$ cat src/rtl/hdlc_rx_pkg.sv
package hdlc_rx_pkg;

    typedef enum logic [1:0] {
        ST_HUNT = 2'd0,
        ST_IDLE = 2'd1,
        ST_DATA = 2'd2
    } rx_state_e;

    localparam int OCT_W         = 8;
    localparam int FCS_MAX_BYTES = 4;
    localparam int GUARD_BITS    = 7;   // leading zero plus six ones of a flag
    localparam int RUN_W         = 3;

    localparam logic [15:0] POLY16 = 16'h8408;
    localparam logic [31:0] POLY32 = 32'hEDB88320;
    localparam logic [15:0] GOOD16 = 16'hF0B8;
    localparam logic [31:0] GOOD32 = 32'hDEBB20E3;

endpackage

$ cat src/rtl/hdlc_rx_linescan.sv
module hdlc_rx_linescan
    import hdlc_rx_pkg::*;
#(
    parameter int GUARD = GUARD_BITS
) (
    input  logic clk,
    input  logic rst_n,
    input  logic bit_en,
    input  logic bit_in,
    output logic flag_ev,
    output logic abort_ev,
    output logic dbit_vld,
    output logic dbit
);
    localparam int GCNT_W = $clog2(GUARD + 1);

    logic [RUN_W-1:0]  run_q;
    logic [GUARD-1:0]  guard_q;
    logic [GCNT_W-1:0] gcnt_q;
    logic              stuffed, ones_idle, push;

    assign flag_ev   = bit_en && !bit_in && (run_q == RUN_W'(6));
    assign abort_ev  = bit_en &&  bit_in && (run_q == RUN_W'(6));
    assign stuffed   = bit_en && !bit_in && (run_q == RUN_W'(5));
    assign ones_idle = bit_in && (run_q == RUN_W'(7));
    assign push      = bit_en && !flag_ev && !abort_ev && !stuffed && !ones_idle;
    assign dbit_vld  = push && (gcnt_q == GCNT_W'(GUARD));
    assign dbit      = guard_q[GUARD-1];

    always_ff @(posedge clk or negedge rst_n) begin
        if (!rst_n) begin
            run_q   <= '0;
            guard_q <= '0;
            gcnt_q  <= '0;
        end else if (bit_en) begin
            if (bit_in)
                run_q <= (run_q == RUN_W'(7)) ? run_q : run_q + RUN_W'(1);
            else
                run_q <= '0;
            if (flag_ev || abort_ev) begin
                gcnt_q <= '0;
            end else if (push) begin
                guard_q <= {guard_q[GUARD-2:0], bit_in};
                if (gcnt_q != GCNT_W'(GUARD))
                    gcnt_q <= gcnt_q + GCNT_W'(1);
            end
        end
    end
endmodule

$ cat src/rtl/hdlc_rx_fcs.sv
module hdlc_rx_fcs
    import hdlc_rx_pkg::*;
(
    input  logic clk,
    input  logic rst_n,
    input  logic clr,
    input  logic en,
    input  logic din,
    input  logic wide,
    output logic good
);
    logic [31:0] acc_q;
    logic        fb;

    assign fb   = acc_q[0] ^ din;
    assign good = wide ? (acc_q == GOOD32) : (acc_q[15:0] == GOOD16);

    always_ff @(posedge clk or negedge rst_n) begin
        if (!rst_n) begin
            acc_q <= '1;
        end else if (clr) begin
            acc_q <= '1;
        end else if (en) begin
            if (wide)
                acc_q <= (acc_q >> 1) ^ (fb ? POLY32 : 32'h0);
            else
                acc_q[15:0] <= (acc_q[15:0] >> 1) ^ (fb ? POLY16 : 16'h0);
        end
    end
endmodule

$ cat src/rtl/hdlc_rx_addr_cmp.sv
module hdlc_rx_addr_cmp (
    input  logic [15:0] cand,
    input  logic [15:0] station,
    input  logic        wide,
    output logic        hit
);
    always_comb begin
        if (wide)
            hit = (cand == station) || (cand == 16'hFFFF);
        else
            hit = (cand[7:0] == station[7:0]) || (cand[7:0] == 8'hFF);
    end
endmodule

$ cat src/rtl/hdlc_rx_deframer.sv
module hdlc_rx_deframer
    import hdlc_rx_pkg::*;
#(
    parameter int CNT_W = 8
) (
    input  logic        clk,
    input  logic        rst_n,
    input  logic        bit_en,
    input  logic        bit_in,
    input  logic [1:0]  cfg_addr_len,
    input  logic [15:0] cfg_station,
    input  logic        cfg_crc32,
    output logic        out_valid,
    output logic [7:0]  out_data,
    output logic        out_last,
    output logic        stat_valid,
    output logic        stat_crc_err,
    output logic        stat_abort,
    output logic        stat_short,
    output logic        stat_addr_match
);
    localparam int HOLD   = FCS_MAX_BYTES + 1;
    localparam int HIDX_W = $clog2(HOLD);
    localparam int BIT_W  = $clog2(OCT_W);

    rx_state_e state_q, state_d;

    logic              flag_ev, abort_ev, dbit_vld, dbit, fcs_good, addr_hit;
    logic              take_bit, byte_done, frame_clr, len_err;
    logic [OCT_W-1:0]  asm_q, new_byte, addr_lo_q;
    logic [BIT_W-1:0]  nbits_q;
    logic [CNT_W-1:0]  oct_cnt_q, emit_thr, len_thr;
    logic [OCT_W-1:0]  held_q [HOLD];
    logic [HIDX_W-1:0] fcs_bytes;
    logic [1:0]        adr_bytes;
    logic              addr_ok_q;
    logic [15:0]       addr_cand;

    hdlc_rx_linescan u_scan (
        .clk(clk), .rst_n(rst_n), .bit_en(bit_en), .bit_in(bit_in),
        .flag_ev(flag_ev), .abort_ev(abort_ev), .dbit_vld(dbit_vld), .dbit(dbit)
    );

    hdlc_rx_fcs u_fcs (
        .clk(clk), .rst_n(rst_n), .clr(frame_clr), .en(take_bit),
        .din(dbit), .wide(cfg_crc32), .good(fcs_good)
    );

    hdlc_rx_addr_cmp u_addr (
        .cand(addr_cand), .station(cfg_station),
        .wide(adr_bytes == 2'd2), .hit(addr_hit)
    );

    // configuration decode
    assign fcs_bytes = cfg_crc32 ? HIDX_W'(4) : HIDX_W'(2);
    assign adr_bytes = (cfg_addr_len == 2'd0) ? 2'd0 : (cfg_addr_len == 2'd1) ? 2'd1 : 2'd2;
    assign emit_thr  = CNT_W'(fcs_bytes) + CNT_W'(1);
    assign len_thr   = (adr_bytes == 2'd2) ? emit_thr + CNT_W'(1) : emit_thr;

    // bit and octet events
    assign frame_clr = flag_ev || abort_ev;
    assign take_bit  = dbit_vld && (state_q != ST_HUNT);
    assign byte_done = take_bit && (nbits_q == BIT_W'(OCT_W - 1));
    assign new_byte  = {dbit, asm_q[OCT_W-1:1]};
    assign addr_cand = (adr_bytes == 2'd2) ? {new_byte, addr_lo_q} : {8'h00, new_byte};
    assign len_err   = (nbits_q != '0) || (oct_cnt_q < len_thr);

    // state register
    always_ff @(posedge clk or negedge rst_n) begin
        if (!rst_n) state_q <= ST_HUNT;
        else        state_q <= state_d;
    end

    // next-state logic
    always_comb begin
        state_d = state_q;
        unique case (state_q)
            ST_HUNT: if (flag_ev) state_d = ST_IDLE;
            ST_IDLE: begin
                if (abort_ev)      state_d = ST_HUNT;
                else if (take_bit) state_d = ST_DATA;
            end
            ST_DATA: begin
                if (flag_ev)       state_d = ST_IDLE;
                else if (abort_ev) state_d = ST_HUNT;
            end
            default: state_d = ST_HUNT;
        endcase
    end

    // octet assembly, hold-back line and address capture
    always_ff @(posedge clk or negedge rst_n) begin
        if (!rst_n) begin
            asm_q     <= '0;
            nbits_q   <= '0;
            oct_cnt_q <= '0;
            addr_lo_q <= '0;
            addr_ok_q <= 1'b0;
            for (int i = 0; i < HOLD; i++) held_q[i] <= '0;
        end else if (frame_clr) begin
            nbits_q   <= '0;
            oct_cnt_q <= '0;
            addr_ok_q <= (adr_bytes == 2'd0);
        end else if (take_bit) begin
            asm_q   <= new_byte;
            nbits_q <= nbits_q + BIT_W'(1);
            if (byte_done) begin
                for (int i = HOLD - 1; i > 0; i--) held_q[i] <= held_q[i-1];
                held_q[0] <= new_byte;
                if (oct_cnt_q != {CNT_W{1'b1}})
                    oct_cnt_q <= oct_cnt_q + CNT_W'(1);
                if (oct_cnt_q == '0) begin
                    addr_lo_q <= new_byte;
                    if (adr_bytes == 2'd1) addr_ok_q <= addr_hit;
                end
                if ((oct_cnt_q == CNT_W'(1)) && (adr_bytes == 2'd2))
                    addr_ok_q <= addr_hit;
            end
        end
    end

    // outputs
    always_ff @(posedge clk or negedge rst_n) begin
        if (!rst_n) begin
            out_valid       <= 1'b0;
            out_data        <= '0;
            out_last        <= 1'b0;
            stat_valid      <= 1'b0;
            stat_crc_err    <= 1'b0;
            stat_abort      <= 1'b0;
            stat_short      <= 1'b0;
            stat_addr_match <= 1'b0;
        end else begin
            out_valid  <= 1'b0;
            out_last   <= 1'b0;
            stat_valid <= 1'b0;
            unique case (state_q)
                ST_HUNT, ST_IDLE: ;
                ST_DATA: begin
                    if (flag_ev) begin
                        stat_valid      <= 1'b1;
                        stat_short      <= len_err;
                        stat_crc_err    <= !len_err && !fcs_good;
                        stat_abort      <= 1'b0;
                        stat_addr_match <= addr_ok_q;
                        if (!len_err && addr_ok_q) begin
                            out_valid <= 1'b1;
                            out_last  <= 1'b1;
                            out_data  <= held_q[fcs_bytes];
                        end
                    end else if (abort_ev) begin
                        stat_valid      <= 1'b1;
                        stat_abort      <= 1'b1;
                        stat_short      <= 1'b0;
                        stat_crc_err    <= 1'b0;
                        stat_addr_match <= addr_ok_q;
                    end else if (byte_done && (oct_cnt_q >= emit_thr) && addr_ok_q) begin
                        out_valid <= 1'b1;
                        out_data  <= held_q[fcs_bytes];
                    end
                end
                default: ;
            endcase
        end
    end
endmodule

$ cat config.mk
export PLATFORM = sky130hd
export DESIGN_NAME = hdlc_rx_deframer
export DESIGN_NICKNAME = d
export VERILOG_FILES = /design/src/rtl/hdlc_rx_pkg.sv /design/src/rtl/hdlc_rx_linescan.sv /design/src/rtl/hdlc_rx_fcs.sv /design/src/rtl/hdlc_rx_addr_cmp.sv /design/src/rtl/hdlc_rx_deframer.sv
export SDC_FILE = /design/constraint.sdc
export NUM_CORES = 1
export LEC_CHECK = 0
export ABC_CLOCK_PERIOD_IN_PS = 3900
export BUFFER_PORTS_ARGS = -buffer_cell sky130_fd_sc_hd__clkbuf_2
export CAP_MARGIN = 10
export CORE_ASPECT_RATIO = 0.5
export CORE_MARGIN = 4
export CORE_UTILIZATION = 50
export DETAILED_ROUTE_END_ITERATION = 12
export PLACE_DENSITY = 0.79
export REMOVE_ABC_BUFFERS = 1
export SETUP_SLACK_MARGIN = 0.02
export SLEW_MARGIN = 0
export SYNTH_ARGS = -nofsm -noshare
export SYNTH_HDL_FRONTEND = slang
export SYNTH_SLANG_ARGS = --single-unit
$ cat constraint.sdc
create_clock -name clk -period 3.9 [get_ports clk]
set_input_delay 0.195 -clock clk [delete_from_list [all_inputs] [get_ports clk]]
set_output_delay 0.195 -clock clk [all_outputs]
set_load 0.02 [all_outputs]
**After elaboration in Yosys (flattened, before gate mapping)**

Cells that the tools add are included.
Widths: inputs -> output; s select.

- Output and inout port bits: 15
- Flip-flop bits (word level): 130
- Word-level logic and storage cells: 180
- Bits of input ports: 23

- Reductions and logical operators: 57
- Multiplexer cells: 60
- Equal/unequal tests: 25
- Bitwise logic cells: 5
- Add/sub/neg operators: 6
- $lt $le $gt $ge: 3

Operator list:

| cell | number |
|---|---|
| $mux 32 | 3 |
| $mux 8 | 10 |
| $mux 16 | 4 |
| $eq 16x16->1 const B | 2 |
| $eq 32x32->1 const B | 1 |
| $xor 31x32->32 | 1 |
| $mux 1 | 25 |
| $bmux 8 s3 | 1 |
| $mux 3 | 8 |
| $logic_and 1x1->1 | 18 |
| $reduce_bool 2->1 | 9 |
| $eq 16x16->1 | 1 |
| $xor 15x16->16 | 1 |
| $eq 3x3->1 const B | 5 |
| $reduce_and 3->1 | 5 |
| $mux 2 | 7 |
| $reduce_and 4->1 | 3 |
| $add 3x1->3 const B | 3 |
| $reduce_bool 3->1 | 3 |
| $add 8x1->8 const B | 1 |
| $eq 8x1->1 const B | 1 |
| $eq 8x8->1 | 1 |
| $eq 8x8->1 const B | 1 |
| $ge 8x4->1 | 1 |
| other kinds (22) | 41 |

**Depth between registers and ports, before layout**

Gate-level depths: netlist of the first run.

- Word-level depth: 17
- Gate-level depth with buffers: 11
- Gate-level depth less buffers: 9

**Hierarchy**

From an unflattened synthesis of the first run, not the netlist that was laid out.

- Cell total of the unflattened synthesis: 517
- Area, all modules: 6327.3 um2

Modules (own cells, without submodules):

| module | sequential area each (um2) | cells an instance | times used | area each (um2) |
|---|---|---|---|---|
| hdlc_rx_deframer | 2102.0 | 284 | 1 | 3792.4 |
| hdlc_rx_fcs | 840.8 | 146 | 1 | 1634.1 |
| hdlc_rx_linescan | 325.3 | 57 | 1 | 680.7 |
| hdlc_rx_addr_cmp | 0.0 | 30 | 1 | 220.2 |

**Worst setup path before layout of the first run**

Ideal clock, no wire load.

- Kind: register to register
- From: register u_scan.run_q[0]
- To: register out_data[0]
- Library setup time: 125 ps
- Clock period less this slack: 2470 ps
- Slack: 1430 ps
- Data arrival time: 2344 ps
- Buffers on the path: 2
- Cell stages (with the launch flop): 11
- Data required time: 3775 ps
- Cells stage by stage: dfrtp_1 -> ha_1 -> ha_1 -> a21boi_4 -> nand4b_2 -> nand2b_4 -> buf_6 -> or3_1 -> a21o_1 -> buf_6 -> mux2_4

- Cells in the longest elaborated chain, start to end: 14
- Elaborated cells between the ends (all ways): 25
- Those cells by class: eq/ne (5); mux (1); reduce/logical (19)

Ends and longest elaborated chain:

| what | RTL line | source |
|---|---|---|
| from (decl) | hdlc_rx_linescan.sv:17 | `logic [RUN_W-1:0] run_q;` |
| from (signal assigned) | hdlc_rx_linescan.sv:37 | `run_q <= (run_q == RUN_W'(7)) ? run_q : run_q + RUN_W'(1);` |
| $eq 3x3->1 | hdlc_rx_linescan.sv:22, hdlc_rx_linescan.sv:23 |  |
| $logic_and 1x1->1 | hdlc_rx_linescan.sv:22 | `assign flag_ev = bit_en && !bit_in && (run_q == RUN_W'(6));` |
| $logic_not 1->1 | hdlc_rx_linescan.sv:26 | `assign push = bit_en && !flag_ev && !abort_ev && !stuffed && !ones_idle;` |
| $logic_and 1x1->1 (4 in series) | hdlc_rx_linescan.sv:26 |  |
| $logic_and 1x1->1 | hdlc_rx_linescan.sv:27 | `assign dbit_vld = push && (gcnt_q == GCNT_W'(GUARD));` |
| $logic_and 1x1->1 | hdlc_rx_deframer.sv:62 | `assign take_bit = dbit_vld && (state_q != ST_HUNT);` |
| $logic_and 1x1->1 | hdlc_rx_deframer.sv:63 | `assign byte_done = take_bit && (nbits_q == BIT_W'(OCT_W - 1));` |
| $logic_and 1x1->1 (2 in series) | hdlc_rx_deframer.sv:157 | `end else if (byte_done && (oct_cnt_q >= emit_thr) && addr_ok_q) begin` |
| $reduce_bool 2->1 (no line) | n/a |  |
| $reduce_and 4->1 (no line) | n/a |  |
| to (signal assigned) | hdlc_rx_deframer.sv:149 | `out_data <= held_q[fcs_bytes];` |
| to (signal assigned) | hdlc_rx_deframer.sv:159 | `out_data <= held_q[fcs_bytes];` |
| to (decl) | hdlc_rx_deframer.sv:14 | `output logic [7:0] out_data,` |

Parallel ways exist; a longest one is shown, timed or not.
A chain may end at the register's enable or synchronous reset.

**Final worst setup path of the first run**

- From: register u_scan.run_q[0]
- To: register out_data[3]

The elaborated chain is that of the path after synthesis.

==> results of run 1 <==
metal layers:
metal  vias up  GRT usage
met5         -          0
met4         0     0.0906
met3        28     0.0371
met2       117      0.327
met1      2060      0.238
li1       1966          -
metrics by stage:
stage                     hold slack, ps   util  std cells  total power, uW
after CTS                           97.1  0.593        765             4100
after detailed placement             293  0.543        732             2500
final                                107  0.593        765             4070
after global placement               278  0.543        732             2460
after global routing                 144  0.593        765             4270
after floorplan                     -101      -        525             2290
layout by cell type (no fill, tap or decap), types with 17 or more instances in the layout:
master	netlist	layout
sky130_fd_sc_hd__clkbuf_2	0	36
sky130_fd_sc_hd__dfstp_2	32	32
sky130_fd_sc_hd__dfrtp_1	97	97
sky130_fd_sc_hd__nand2_1	103	103
sky130_fd_sc_hd__nor2_1	31	31
sky130_fd_sc_hd__o21ai_0	21	21
sky130_fd_sc_hd__ha_1	17	17
sky130_fd_sc_hd__mux2_2	49	49
sky130_fd_sc_hd__clkbuf_16	0	17
sky130_fd_sc_hd__xor2_1	28	28
power groups by stage:
stage | sequential (uW) | clock [uW] | combinational, uW
floorplan | 1830 | 0 | 458
global placement | 1880 | 0 | 580
detailed placement | 1890 | 0 | 609
CTS | 1880 | 1600 | 623
global route | 1910 | 1660 | 702
finish | 1880 | 1580 | 616
flip-flops by register name (all words and copies together) (netlist names), 7 cells and up:
name,cells
asm_q,7
held_q,40
out_data,8
oct_cnt_q,8
u_fcs.acc_q,32
u_scan.guard_q,7
addr_lo_q,8
worst reg2reg max path, stage by stage, from the launching register on:
cell	delay [ps]
sky130_fd_sc_hd__dfrtp_1	430
sky130_fd_sc_hd__ha_1	220
sky130_fd_sc_hd__ha_1	220
sky130_fd_sc_hd__a21boi_4	250
sky130_fd_sc_hd__nand4b_2	150
sky130_fd_sc_hd__nand2b_4	430
sky130_fd_sc_hd__or3_1	460
sky130_fd_sc_hd__a21o_1	380
sky130_fd_sc_hd__mux2_4	380
cell families after synthesis:
| logic type | after synthesis | share of synthesized area |
|---|---|---|
| and+or+nand+nor | 195 | 0.151 |
| DFF | 129 | 0.533 |
| muxes | 75 | 0.141 |
| AOI/OAI and AO/OA | 57 | 0.0591 |
| xor gates and xnor gates | 39 | 0.0557 |
| buffers and inverters | 37 | 0.0265 |
| adders and majority gates | 17 | 0.0347 |
how the worst max path moves through the flow:
| stage | end | slack [ps] | depth (start not counted) |
|---|---|---|---|
| 6_report | out_data[3] | 860 | 8 |
| 4_1_cts | out_data[3] | 850 | 8 |
| 3_5_place_dp | out_data[7] | 860 | 8 |
| 3_3_place_gp | out_data[5] | 980 | 8 |
| 5_1_grt | out_data[3] | 710 | 8 |
| 2_1_floorplan | u_fcs.acc_q[19] | -1410 | 7 |
area by class of cell:
class,count,area (um2)
sequential,129,3270
fill,935,4840
timing repair buffer,43,248
multi-input combinational,383,2710
inverter,13,48.8
clock buffer,20,457
tap,165,206
clock inverter,12,131
timing repair:
item                                   4_1_cts  5_1_grt
buffers inserted                             0        0
hold buffers                                 1        0
endpoints found under the hold margin       54        0
==> results.rst, run 1 <==
.. list-table::
   :header-rows: 1

   * - Metric
     - Value
   * - Clock power share
     - 0.388
   * - Area Overhead vs Synth
     - 15.2%
   * - Required time at the endpoint of the critical path
     - 4200 ps
   * - Setup slack of the worst register-to-register path
     - 860 ps
   * - Starting density of the core
     - 0.515
   * - Gate family responsible for the most delay along the worst path
     - simple AND/OR/NAND/NOR gates
   * - Setup slack after placement
     - 860 ps
   * - Share of post-route cells with drive strength above 1
     - 0.282
   * - Switching part of the total power
     - 0.280
   * - Worst path slowest cell
     - sky130_fd_sc_hd__or3_1
   * - Register clock-pin slew on the reported worst setup and hold paths
     - 60 ps
   * - Number of distinct standard cells referenced by the synthesized netlist
     - 51
   * - Sum of overflow across all layers after global routing
     - 0
   * - Global-route wire length before repair
     - 21400 um
   * - Startpoint of the most critical setup path
     - u_scan.run_q[0]
   * - Final worst path period need
     - 3040 ps
   * - Number of I/O pins
     - 38
   * - Setup repair after global routing missed its margin
     - false
   * - Worst Path Class, Setup
     - reg -> reg
   * - Total length of routed met3 wires
     - 474 um
   * - Number of port buffers
     - 37
   * - Reg power frac
     - 0.461
   * - Routed met2 length
     - 6340 um
   * - Resize count post-CTS
     - 0
   * - Final TNS setup
     - 0 ps
   * - Number of cells on the worst reg-to-reg path
     - 8
   * - Normalized max-slew margin
     - 0.455
   * - Die footprint
     - 0.0142 mm2
   * - Worst hold path cell count
     - 3
   * - Predominant post-synthesis flop cell
     - sky130_fd_sc_hd__dfrtp_1
   * - Routed metal-1 wire length
     - 5660 um
   * - Final setup violating endpoints
     - 0
   * - Proportion of power drawn by combinational gates
     - 0.151
   * - Number of design rule violations left after detail routing
     - 0
   * - Transition time at the pin with the least slew margin
     - 815 ps
   * - Sequential fraction of the synthesis area
     - 0.533
   * - Post-synth top cells
     - sky130_fd_sc_hd__nand2_1 (103), sky130_fd_sc_hd__dfrtp_1 (97), sky130_fd_sc_hd__mux2_2 (49)
   * - Wire length reported by the detailed router
     - 12800 um
   * - Most used cell along the critical path
     - sky130_fd_sc_hd__ha_1
   * - Result of the run
     - completed
   * - Power spent charging and discharging nets
     - 1140 uW
   * - Cts bufs inserted
     - 17
   * - Post-synth design cell area
     - 0.00613 mm2
   * - Worst setup EP type
     - flip-flop
   * - Count of flip-flops with a built-in enable after synthesis
     - 0
   * - Final max-slew violation count
     - 0
   * - Total via count after detailed routing
     - 4171
   * - Per-instance average area after synthesis
     - 11.2 um2
   * - Critical path launch point type
     - flip-flop
   * - Number of levels in the clock H-tree
     - 4
   * - Critical path, cell by cell
     - ha_1, ha_1, a21boi_4, nand4b_2, nand2b_4, or3_1, a21o_1, mux2_4
   * - Reg-to-Reg Start
     - u_scan.run_q[0]
   * - Cell with the most instances after synthesis
     - sky130_fd_sc_hd__nand2_1
   * - CTS tree
     - done
   * - Fin Clk Skew
     - 7.69 ps
   * - Estimated wirelength of the detail-placed design
     - 8060 um
   * - Endpoints failing hold
     - 0
   * - Number of antenna diodes
     - 0
   * - Post-synthesis async set-or-reset flop share
     - 1.00
   * - Buffers & Inverters on Critical Path
     - 0
   * - Clock Sink Count
     - 129
   * - Arr. time, crit path
     - 3330 ps
   * - Post-route ant nets
     - 0
   * - Number of global-route vias before repair
     - 4320
   * - Final critical-path share of the clock period
     - 0.778
   * - Number of warnings printed during yosys synthesis
     - 0
   * - Total global routing track utilization
     - 0.191
   * - Maximum clock insertion buffer count
     - 2
   * - Number of antenna violations at the first check in global routing
     - 0
   * - Delay of the slowest critical-path stage
     - 450 ps
   * - Vertical die dimension
     - 86.3 um
   * - Reg2reg end
     - out_data[3]
   * - Number of design-rule violations left by the first detailed-router iteration
     - 260
   * - Worst-case hold path end point
     - addr_ok_q
   * - Top cells by area in the synthesized netlist
     - sky130_fd_sc_hd__dfrtp_1 (40%), sky130_fd_sc_hd__dfstp_2 (14%), sky130_fd_sc_hd__mux2_2 (9.0%), sky130_fd_sc_hd__nand2_1 (6.3%), sky130_fd_sc_hd__xor2_1 (4.0%)
   * - Internal portion of total power
     - 2940 uW
   * - GP Congestion
     - 0.783
   * - Std cell rows
     - 28
   * - Total of max-cap violations
     - 0
   * - Setup slack of the critical path after layout
     - 864 ps
   * - Fmax achieved
     - 0.329 GHz
   * - Clk_lat worst skew
     - 410 ps
   * - Placed cell area
     - 0.00647 mm2
   * - Largest voltage drop on the vdd net
     - 0.000327 V
   * - Pin count of the biggest net entering global routing
     - 76
   * - Routed WL per cell
     - 16.8 um
   * - Worst Hold Class
     - in -> reg
   * - Uppermost metal layer occupied by signal nets
     - met4
   * - Via density
     - 5.45
   * - Layout Nets
     - 627
   * - Synthesized instance count
     - 549
   * - Die X
     - 165 um
   * - Largest area contributor in the netlist
     - sky130_fd_sc_hd__dfrtp_1
   * - Final standard cell area without fillers
     - 0.00707 mm2
   * - Static leakage
     - 0.00351 uW
   * - Crit path max fanout
     - 43
   * - Area of the placeable core
     - 0.0119 mm2
   * - Worst hold start
     - cfg_addr_len[0]
   * - Area share of the leading cell type in the synthesized netlist
     - 0.396
   * - Power density over the cells
     - 576 mW/mm2
   * - Master cell of the clock root buffer
     - sky130_fd_sc_hd__clkbuf_16
   * - Number of synthesized register bits
     - 129
   * - Number of detailed-routing iterations run before antenna repair
     - 5
No activity file was read; power rests on OpenSTA's default activity.
==> run 2, diff against run 1 <==
Settings changed: ABC_CLOCK_PERIOD_IN_PS 3900 to 2700, PLACE_DENSITY 0.79 to 0.81.
Clock period 3.9 ns to 2.7 ns, I/O delays scaled along.
==> run 2 against run 1 <==
  * Clock power rose by 39%
  * Design area is 1.2% higher
  * Sequential power grew 44%
  * First-iteration DRC count up 39%
  * Flip-flop and latch count is the same
  * Hold slack got worse by 66 ps
  * Critical endpoint is now out_data[2]
  * Largest cell class unchanged
  * Highest routed layer unchanged
==> results.rst, run 2 (synthesis gave the netlist of run 1 again) <==
.. list-table::
   :header-rows: 1

   * - Metric
     - Value
   * - Result of the run
     - completed
   * - Vertical die dimension
     - 86.3 um
   * - Normalized max-slew margin
     - 0.405
   * - Filler-free cell count of the finished design
     - 776
   * - Cts bufs inserted
     - 17
   * - Worst Path Class, Setup
     - reg -> reg
   * - Number of global-route vias before repair
     - 4245
   * - Power Total
     - 5820 uW
   * - Required time at the endpoint of the critical path
     - 2990 ps
   * - Total area of sequential cells
     - 0.00327 mm2
   * - Number of antenna violations at the first check in global routing
     - 0
   * - Number of design-rule violations left by the first detailed-router iteration
     - 362
   * - Final worst path period need
     - 2510 ps
   * - Setup slack of the critical path after layout
     - 186 ps
   * - Register clock-pin slew on the reported worst setup and hold paths
     - 60 ps
   * - Number of design rule violations left after detail routing
     - 0
   * - Area of combinational cells with multiple inputs
     - 0.00271 mm2
   * - Starting density of the core
     - 0.515
   * - Number of I/O pins
     - 38
   * - Clock Sink Count
     - 129
   * - Setup repair after global routing missed its margin
     - false
   * - Reg2reg end
     - out_data[2]
   * - Fin Clk Skew
     - 6.15 ps
   * - GP Congestion
     - 0.808
   * - Register ranked first by flip-flop count
     - held_q
   * - Number of cells on the worst reg-to-reg path
     - 8
   * - Endpoints failing hold
     - 0
   * - Master cell of the clock root buffer
     - sky130_fd_sc_hd__clkbuf_16
   * - Worst hold start
     - cfg_addr_len[0]
   * - Std cell rows
     - 28
   * - Setup slack of the worst register-to-register path
     - 190 ps
   * - Worst setup EP type
     - flip-flop
   * - Final TNS setup
     - 0 ps
   * - Wire length reported by the detailed router
     - 12300 um
   * - Critical path launch point type
     - flip-flop
   * - Layout Nets
     - 638
   * - Final hold slack
     - 41.7 ps
   * - Crit path max fanout
     - 9
   * - Final critical-path share of the clock period
     - 0.931
   * - Die footprint
     - 0.0142 mm2
   * - Final max-slew violation count
     - 0
   * - Pin count of the biggest net entering global routing
     - 55
   * - CTS tree
     - done
   * - Routed WL per cell
     - 15.9 um
   * - Area of the placeable core
     - 0.0119 mm2
   * - Number of antenna diodes
     - 0
   * - Maximum clock insertion buffer count
     - 2
   * - Clk_lat worst skew
     - 410 ps
   * - Transition time at the pin with the least slew margin
     - 886 ps
   * - Fmax achieved
     - 0.398 GHz
   * - Share of post-route cells with drive strength above 1
     - 0.293
   * - Total of max-cap violations
     - 0
   * - Total via count after detailed routing
     - 4170
   * - Area Overhead vs Synth
     - 16.6%
   * - Total global routing track utilization
     - 0.187
   * - Power density over the cells
     - 814 mW/mm2
   * - Number of detailed-routing iterations run before antenna repair
     - 4
   * - Post-route ant nets
     - 0
   * - Number of flip-flops under the largest register name
     - 40
   * - Sum of overflow across all layers after global routing
     - 0
   * - Arr. time, crit path
     - 2810 ps
   * - Number of port buffers
     - 37
   * - Final setup violating endpoints
     - 0
   * - Via density
     - 5.37
   * - Static leakage
     - 0.00356 uW
   * - Worst Hold Class
     - in -> reg
   * - Most common cell after layout, fill and taps aside
     - sky130_fd_sc_hd__nand2_1
   * - Estimated wirelength of the detail-placed design
     - 8300 um
   * - Worst-case hold path end point
     - addr_ok_q
   * - Die X
     - 165 um
   * - Number of levels in the clock H-tree
     - 4
   * - Commonest non-fill, non-tap cells in the layout
     - sky130_fd_sc_hd__nand2_1 (103), sky130_fd_sc_hd__dfrtp_1 (97), sky130_fd_sc_hd__mux2_2 (49)
   * - Setup slack after placement
     - 93.4 ps
   * - Worst hold path cell count
     - 3
   * - Regs by FF count
     - held_q: 40 flops, u_fcs.acc_q: 32 flops
   * - Reg-to-Reg Start
     - u_scan.run_q[0]
   * - Largest voltage drop on the vdd net
     - 0.000530 V
   * - Dpl cells
     - 742
   * - Global-route wire length before repair
     - 21200 um
   * - Fillers
     - 899
-- run 2: changes by cell type in the layout (fill, tap and decap cells not counted), moves of 2 or more --
| cell | previous run | this run |
|---|---|---|
| sky130_fd_sc_hd__clkinv_2 | 3 | 5 |
| sky130_fd_sc_hd__clkinvlp_4 | 4 | 2 |
| sky130_fd_sc_hd__buf_4 | 5 | 15 |
| sky130_fd_sc_hd__inv_6 | 3 | 0 |
-- run 2: area by class of cell --
type | count | share of cell area
multi-input cells | 383 | 0.379
well taps | 165 | 0.0289
repair buffers | 54 | 0.0479
clock buffers | 21 | 0.0644
flip-flops and latches | 129 | 0.457
inverters | 13 | 0.00682
clock inverters | 11 | 0.0157
-- run 2: metal layers --
layer,up-vias,part of all wire,GRT usage
li1,2001,-,-
met1,2089,0.45,0.238
met2,68,0.51,0.327
met3,12,0.030,0.0432
met4,0,0.013,0.0506
met5,-,0,0
-- run 2: metrics by stage --
stage,area (um2),utilization
floorplan,6020,-
detailed placement,6550,0.550
global route,7150,0.600
global placement,6550,0.550
finish,7150,0.600
CTS,7130,0.599
-- run 2: worst max-delay path by stage --
| stage | cells past startpoint | end | start |
|---|---|---|---|
| floorplan | 7 | u_fcs.acc_q[19] | u_scan.run_q[0] |
| global placement | 8 | out_data[4] | u_scan.run_q[0] |
| detailed placement | 8 | out_data[2] | u_scan.run_q[0] |
| CTS | 8 | out_data[2] | u_scan.run_q[0] |
| global route | 9 | addr_lo_q[0] | u_scan.run_q[0] |
| finish | 8 | out_data[2] | u_scan.run_q[0] |
-- run 2: power breakdown --
part	total [uW]	internal (uW)	switching, uW	leakage, uW
clock network	2200	1400	807	0.000280
registers	2710	2420	293	0.00167
logic	906	419	487	0.00161
-- run 2: repair_timing --
| item | 4_1_cts | 5_1_grt |
|---|---|---|
| hold buffers | 1 | 0 |
| buffers inserted | 0 | 1 |
| endpoints found under the setup margin | 0 | 13 |
| gates resized for setup | 0 | 1 |
| endpoints found under the hold margin | 38 | 0 |
-- run 2: critical path: stages, from the launching register on --
cell	delay [ps]
sky130_fd_sc_hd__dfrtp_1	420
sky130_fd_sc_hd__ha_1	230
sky130_fd_sc_hd__ha_1	220
sky130_fd_sc_hd__a21boi_4	180
sky130_fd_sc_hd__nand4b_2	150
sky130_fd_sc_hd__nand2b_4	190
sky130_fd_sc_hd__or3_1	310
sky130_fd_sc_hd__a21o_2	350
sky130_fd_sc_hd__mux2_4	340
